$ cat src/rtl/pbs_pkg.sv
package pbs_pkg;

  typedef enum logic [2:0] {
    ACT_NONE,
    ACT_EMIT,
    ACT_DROP,
    ACT_REWIND,
    ACT_FAULT
  } pbs_act_e;

  // Tag words occupy the low offsets of a group; the count depends on the kind.
  function automatic logic slot_is_mac(input logic mux, input int unsigned off,
                                       input int unsigned mac_exec, input int unsigned mac_mux);
    return off < (mux ? mac_mux : mac_exec);
  endfunction

  // Stores are barred from the first instruction slots of a single-entry group.
  function automatic logic slot_bars_store(input logic mux, input int unsigned off,
                                           input int unsigned mac_exec, input int unsigned guard);
    return !mux && (off >= mac_exec) && (off < mac_exec + guard);
  endfunction

endpackage

$ cat src/rtl/pbs_entry.sv
module pbs_entry #(
  parameter int OFF_W       = 3,
  parameter int MUX_ENTRIES = 2
) (
  input  logic [OFF_W-1:0] off,
  input  logic             taken,
  output logic             ent_mux,
  output logic [OFF_W-1:0] rewind_off
);
  localparam logic [OFF_W-1:0] MUX_LAST = OFF_W'(MUX_ENTRIES);

  assign ent_mux    = taken && (off != '0) && (off <= MUX_LAST);
  assign rewind_off = off - OFF_W'(1);
endmodule

$ cat src/rtl/pbs_slot.sv
module pbs_slot #(
  parameter int OFF_W     = 3,
  parameter int BLK_WORDS = 8,
  parameter int MAC_EXEC  = 2,
  parameter int MAC_MUX   = 3,
  parameter int NO_STORE  = 2
) (
  input  logic             mux,
  input  logic [OFF_W-1:0] off,
  input  logic             store,
  output logic             is_mac,
  output logic             store_bad,
  output logic             is_last,
  output logic             path_skip
);
  import pbs_pkg::*;
  localparam logic [OFF_W-1:0] LAST_OFF = OFF_W'(BLK_WORDS - 1);

  assign is_mac    = slot_is_mac(mux, int'(unsigned'(off)), MAC_EXEC, MAC_MUX);
  assign store_bad = store && slot_bars_store(mux, int'(unsigned'(off)), MAC_EXEC, NO_STORE);
  assign is_last   = (off == LAST_OFF);
  assign path_skip = mux && (off == '0);
endmodule

$ cat src/rtl/pbs_seq.sv
module pbs_seq #(
  parameter int          XLEN      = 32,
  parameter int          BLK_WORDS = 8,
  parameter int          MAC_EXEC  = 2,
  parameter int          MAC_MUX   = 3,
  parameter int          NO_STORE  = 2,
  parameter logic [31:0] NOP_WORD  = 32'h0100_0000
) (
  input  logic                          clk,
  input  logic                          rst_n,
  input  logic                          in_valid,
  input  logic [XLEN-1:0]               in_pc,
  input  logic [31:0]                   in_word,
  input  logic                          in_taken,
  input  logic                          in_store,
  output logic                          out_valid,
  output logic [31:0]                   out_word,
  output logic                          out_is_mac,
  output logic [$clog2(BLK_WORDS)-1:0]  out_index,
  output logic                          out_mux,
  output logic                          redir_valid,
  output logic [XLEN-1:0]               redir_pc,
  output logic                          fault
);
  import pbs_pkg::*;

  localparam int OFF_W  = $clog2(BLK_WORDS);
  localparam int LSB    = 2;
  localparam int OFF_HI = LSB + OFF_W - 1;
  localparam int BASE_W = XLEN - OFF_HI - 1;
  localparam logic [OFF_W-1:0] SKIP_OFF = OFF_W'(MAC_MUX - 1);

  // group tracking state
  logic              st_act, st_mux, st_flush;
  logic [BASE_W-1:0] st_base;
  logic [OFF_W-1:0]  st_exp;

  logic [OFF_W-1:0]  in_off;
  logic [BASE_W-1:0] in_base;
  logic [XLEN-1:0]   exp_pc;
  logic              match;

  assign in_off  = in_pc[OFF_HI:LSB];
  assign in_base = in_pc[XLEN-1:OFF_HI+1];
  assign exp_pc  = {st_base, st_exp, 2'b00};
  assign match   = st_act && (in_pc == exp_pc);

  // slot classification: current group slot when inside, arrival offset otherwise
  logic             sel_mux;
  logic [OFF_W-1:0] sel_off;
  logic             is_mac, store_bad, is_last, path_skip;
  logic             ent_mux;
  logic [OFF_W-1:0] rewind_off;

  assign sel_mux = st_act && st_mux;
  assign sel_off = st_act ? st_exp : in_off;

  pbs_slot #(
    .OFF_W(OFF_W), .BLK_WORDS(BLK_WORDS), .MAC_EXEC(MAC_EXEC),
    .MAC_MUX(MAC_MUX), .NO_STORE(NO_STORE)
  ) slot_i (
    .mux(sel_mux), .off(sel_off), .store(in_store),
    .is_mac(is_mac), .store_bad(store_bad), .is_last(is_last), .path_skip(path_skip)
  );

  pbs_entry #(.OFF_W(OFF_W), .MUX_ENTRIES(MAC_MUX - 1)) entry_i (
    .off(in_off), .taken(in_taken), .ent_mux(ent_mux), .rewind_off(rewind_off)
  );

  // per-word decision
  pbs_act_e        act;
  logic            redir_nxt;
  logic [XLEN-1:0] redir_pc_nxt;

  always_comb begin
    act = ACT_NONE;
    if (in_valid) begin
      if (st_act) begin
        if (match && !in_taken) act = store_bad ? ACT_FAULT : ACT_EMIT;
        else if (st_flush)      act = ACT_DROP;
        else                    act = ACT_FAULT;
      end else begin
        if (in_off == '0)       act = ACT_EMIT;
        else if (ent_mux)       act = ACT_REWIND;
        else                    act = ACT_FAULT;
      end
    end
  end

  always_comb begin
    redir_nxt    = 1'b0;
    redir_pc_nxt = '0;
    if (act == ACT_REWIND) begin
      redir_nxt    = 1'b1;
      redir_pc_nxt = {in_base, rewind_off, 2'b00};
    end else if (act == ACT_EMIT && path_skip) begin
      redir_nxt    = 1'b1;
      redir_pc_nxt = {st_base, SKIP_OFF, 2'b00};
    end
  end

  always_ff @(posedge clk) begin
    if (!rst_n) begin
      st_act   <= 1'b0;
      st_mux   <= 1'b0;
      st_flush <= 1'b0;
      st_base  <= '0;
      st_exp   <= '0;
    end else begin
      case (act)
        ACT_FAULT: begin
          st_act   <= 1'b0;
          st_flush <= 1'b0;
        end
        ACT_REWIND: begin
          st_act   <= 1'b1;
          st_mux   <= 1'b1;
          st_base  <= in_base;
          st_exp   <= rewind_off;
          st_flush <= 1'b1;
        end
        ACT_EMIT: begin
          if (!st_act) begin
            st_act   <= 1'b1;
            st_mux   <= 1'b0;
            st_base  <= in_base;
            st_exp   <= OFF_W'(1);
            st_flush <= 1'b0;
          end else if (path_skip) begin
            st_exp   <= SKIP_OFF;
            st_flush <= 1'b1;
          end else if (is_last) begin
            st_act   <= 1'b0;
            st_flush <= 1'b0;
          end else begin
            st_exp   <= st_exp + OFF_W'(1);
            st_flush <= 1'b0;
          end
        end
        default: ;
      endcase
    end
  end

  always_ff @(posedge clk) begin
    if (!rst_n) begin
      out_valid   <= 1'b0;
      out_word    <= '0;
      out_is_mac  <= 1'b0;
      out_index   <= '0;
      out_mux     <= 1'b0;
      redir_valid <= 1'b0;
      redir_pc    <= '0;
      fault       <= 1'b0;
    end else begin
      out_valid   <= (act == ACT_EMIT);
      out_word    <= is_mac ? NOP_WORD : in_word;
      out_is_mac  <= (act == ACT_EMIT) && is_mac;
      out_index   <= sel_off;
      out_mux     <= (act == ACT_EMIT) && sel_mux;
      redir_valid <= redir_nxt;
      redir_pc    <= redir_pc_nxt;
      fault       <= (act == ACT_FAULT);
    end
  end

  // assertions next to the logic they guard
  assert_mac_is_nop_R3: assert property (@(posedge clk) disable iff (!rst_n)
    out_valid && out_is_mac |-> out_word == NOP_WORD);

  assert_mux_tag_slots_R6: assert property (@(posedge clk) disable iff (!rst_n)
    out_valid && out_mux && out_index <= SKIP_OFF |-> out_is_mac);

  assert_redir_to_tag_R4: assert property (@(posedge clk) disable iff (!rst_n)
    redir_valid |-> redir_pc[OFF_HI:LSB] <= SKIP_OFF);

  assert_fault_quiet_R8: assert property (@(posedge clk) disable iff (!rst_n)
    fault |-> !out_valid && !redir_valid);

  assert_store_slot_fault_R10: assert property (@(posedge clk) disable iff (!rst_n)
    in_valid && match && !in_taken && store_bad |=> fault);

  assert_stale_drop_R7: assert property (@(posedge clk) disable iff (!rst_n)
    in_valid && st_flush && !match |=> !fault && !out_valid);
endmodule

$ cat config.mk
export PLATFORM = sky130hd
export DESIGN_NAME = pbs_seq
export DESIGN_NICKNAME = d
export VERILOG_FILES = /design/src/rtl/pbs_pkg.sv /design/src/rtl/pbs_entry.sv /design/src/rtl/pbs_slot.sv /design/src/rtl/pbs_seq.sv
export SDC_FILE = /design/constraint.sdc
export NUM_CORES = 1
export LEC_CHECK = 0
export BUFFER_PORTS_ARGS = -buffer_cell sky130_fd_sc_hd__buf_2
export CAP_MARGIN = 0
export CORE_MARGIN = 4
export CORE_UTILIZATION = 45
export CTS_CLUSTER_DIAMETER = 50
export DETAILED_ROUTE_END_ITERATION = 12
export PLACE_DENSITY = 0.82
export SLEW_MARGIN = 5
export SYNTH_ARGS = -nofsm -noshare
export SYNTH_HDL_FRONTEND = slang
export SYNTH_HIERARCHICAL = 1
export SYNTH_SLANG_ARGS = --single-unit
$ cat constraint.sdc
create_clock -name clk -period 2.5 [get_ports clk]
set_input_delay 0.375 -clock clk [delete_from_list [all_inputs] [get_ports clk]]
set_output_delay 0.375 -clock clk [all_outputs]
set_load 0.1 [all_outputs]
==> qor.yml <==
yosys:
  synth.distinct_cells: 46
  synth_top_flop_cell: "dfxtp_1"
  syn_avg_cell_area_um2: 9.79
  yosysSeqAreaShare: 0.519
  syn-cell-area_mm2: 0.00398
  ys_ff_latch: 103
  yosys_warnings: 6
  synth_async_sr_flop_share: 0
  synth_edf_count: 0
  syn_inst: 406
power:
  worst_ir_drop_vdd_v: 0.000459
  p_int_mw: 2.30
  p_sw_mw: 1.10
  power_density_mw_per_mm2: 622
  swShare: 0.323
  p_leak_nw: 2.58
  clkPwrFrac: 0.286
  power_frac_seq: 0.509
  p_comb_frac: 0.205
worst_setup_path:
  critical_path_class: "flop to flop"
  endpoint_kind: "flop"
  rrSetupSlack_ns: -0.03
  cp.required_ns: 2.77
  rr_worst_depth: 9
  crit_path_max_fanout: 5
  r2r-end: "fault$_SDFF_PN0_"
  startpoint_type: "flop"
  crit_arrival_ns: 2.80
  rr_startpoint: "st_base[8]$_SDFFE_PN0P_"
place:
  place_congestion: 0.927
  dpl.hpwl_um: 7830
  port_buffers: 138
worst_hold_path:
  min-delay-start: "in_word[24]"
  hold_depth: 3
  min_to: "out_word[24]$_SDFF_PN0_"
  hold_path.class: "input port to flop"
grt:
  groute.usage.overall: 0.206
  overflow: 0
  grt_first_pass_wirelength_um: 16800
  grt_max_degree: 63
  grt_antenna_before_repair: 0
  grt_pass1_vias: 3523
timing:
  worst_pin_slew_ns: 0.657
  drv_slew: 0
  skew_ns: 0.0116
  hold-worst-slack_ns: 0.219
  fmax_ghz: 0.395
  setup_viol: 5
  period_share: 1.01
  rsz0062_at_grt: "true"
  relSlewSlack: 0.562
  tns_ns: -0.0631
  hold_viol: 0
  setup_ws_ns: -0.0341
  fin_crit_ns: 2.53
route:
  postRouteAntennaNets: 0
  vias: 3736
  drcViolationCount: 0
  drt_pass1_iterations: 5
  drtIter0Drc: 201
  viasPerCell: 5.49
  wl_per_cell_um: 16.5
  drt-total-wl_um: 11200
finish:
  final_common_cell: "buf_2"
  nets: 640
  areaGrowthSynthToFinish_pct: 37.4
  drive_gt1_frac: 0.421
  fin_util: 0.629
  final_cell_mix: "buf_2, dfxtp_1, nand2_1, buf_4"
clock_tree:
  path_clk_slew_ns: 0.10
  h-tree-depth: 3
  cts_buffers: 9
  clock-sinks: 103
  cts_tree: "done"
  cts_root_buf: "clkbuf_8"
  clkLatencyLatePin_ns: 0.35
  clk_path_buf_depth: 2
die:
  core_mm2: 0.00868
  die_w_um: 102
  boundaryPins: 141
  start_util: 0.458
  dieArea_mm2: 0.0104
  dieHeight_um: 102
  rows: 34
run:
  cap_violations: 0
outcome:
  status: "complete, but fails checks"
  violations: "setup timing"
==> worst max path at each step <==
| stage | startpoint | endpoint | slack, ns | depth (start not counted) |
|---|---|---|---|---|
| after floorplan | st_act$_SDFFE_PN0P_ | redir_pc[12]$_SDFF_PN0_ | 0.07 | 8 |
| after global routing | st_base[16]$_SDFFE_PN0P_ | st_exp[2]$_SDFFE_PN0P_ | -0.09 | 8 |
| after detailed placement | in_pc[16] | redir_pc[10]$_SDFF_PN0_ | -0.19 | 9 |
| final | st_base[8]$_SDFFE_PN0P_ | fault$_SDFF_PN0_ | -0.03 | 9 |
| after CTS | st_base[11]$_SDFFE_PN0P_ | redir_pc[10]$_SDFF_PN0_ | 0.02 | 9 |
| after global placement | in_pc[16] | out_mux$_SDFF_PN0_ | -0.1 | 8 |
==> synth_stat cells, types with 2 or more instances <==
cell type  number  area (um^2)
o211ai_1        3         22.5
nand4_1        14         87.6
ha_1            4         50.1
buf_2           4         20.0
and2_1          6         37.5
o21a_1          2         15.0
nor2_1          7         26.3
nor3b_1         2         15.0
a21oi_1         6         30.0
mux2_2          3         33.8
xnor2_1        30          263
nand3_1        32          160
and3_1         32          200
buf_4           3         22.5
a22o_1         27          236
or4_1           2         15.0
nor3_1          3         15.0
clkbuf_1       16         60.1
nand2b_1        3         18.8
nand2_1        34          128
inv_1          10         37.5
a31o_2          2         17.5
a311oi_1        2         17.5
nor4_1          2         12.5
buf_1           5         18.8
o21ai_0        29          145
dfxtp_1       103         2060
o32ai_1         2         17.5
==> per-stage QoR <==
| stage | area [um^2] | total power, mW | std cells | worst slack, ns |
|---|---|---|---|---|
| 2_1_floorplan | 3980 | 2.22 | 407 | 0.0682 |
| 3_3_place_gp | 4990 | 2.41 | 659 | -0.100 |
| 3_5_place_dp | 4990 | 2.42 | 659 | -0.186 |
| 4_1_cts | 5220 | 3.37 | 677 | 0.0170 |
| 5_1_grt | 5460 | 3.54 | 680 | -0.0870 |
| 6_report | 5460 | 3.40 | 681 | -0.0341 |
==> layout make-up <==
| cell class | count | area, um^2 |
|---|---|---|
| timing repair buffer | 178 | 1070 |
| fill | 706 | 3220 |
| clock buffer | 11 | 141 |
| multi-input combinational | 265 | 1960 |
| sequential | 103 | 2070 |
| inverter | 10 | 37.5 |
| clock inverter | 5 | 42.5 |
| tap | 108 | 135 |
| antenna | 1 | 2.50 |
==> cells by family after synthesis <==
kind of cell               synth area share
AOI/OAI and AO/OA                     0.150
DFF                                   0.519
muxes                               0.00850
adders and majority gates            0.0126
and+or+nand+nor                       0.201
buffers and inverters                0.0428
xor gates and xnor gates             0.0661
other                              0.000943
==> critical path, stage by stage (launching register included) <==
cell and delay (ns):
dfxtp_1 0.42, xnor2_2 0.16, nand4_1 0.18, or4_4 0.57, buf_4 0.17, o211ai_1 0.30, buf_4 0.22, nand2_1 0.08
buf_4 0.13, nor3_1 0.21
==> power by group through the flow <==
stage	logic, mW	clock network (mW)	registers [mW]
after floorplan	0.188	0	2.03
after global placement	0.648	0	1.76
after detailed placement	0.658	0	1.76
after CTS	0.661	0.984	1.72
after global routing	0.735	1.06	1.74
final	0.698	0.971	1.73
==> sequential cells by signal (all words and copies together), names as in the netlist <==
| signal | count |
|---|---|
| out_mux | 1 |
| st_act | 1 |
| out_is_mac | 1 |
| redir_valid | 1 |
| redir_pc | 30 |
| st_mux | 1 |
| st_base | 27 |
| st_flush | 1 |
| fault | 1 |
| out_word | 32 |
| out_index | 3 |
| st_exp | 3 |
| out_valid | 1 |
==> what timing repair did <==
| action | 4_1_cts | 5_1_grt |
|---|---|---|
| setup endpoints to repair | 34 | 37 |
| hold buffers | 0 | 0 |
| cloned | 1 | 0 |
| resized for setup | 1 | 37 |
| pin swaps | 1 | 14 |
| setup buffers | 1 | 3 |
==> per-layer routing <==
layer,track usage,part of all wire,up-vias
li1,-,-,1765
met1,0.251,0.39,1786
met2,0.348,0.51,160
met3,0.0567,0.078,25
met4,0.0737,0.024,0
met5,0,0,-
Power figures use the tool's default switching activity.
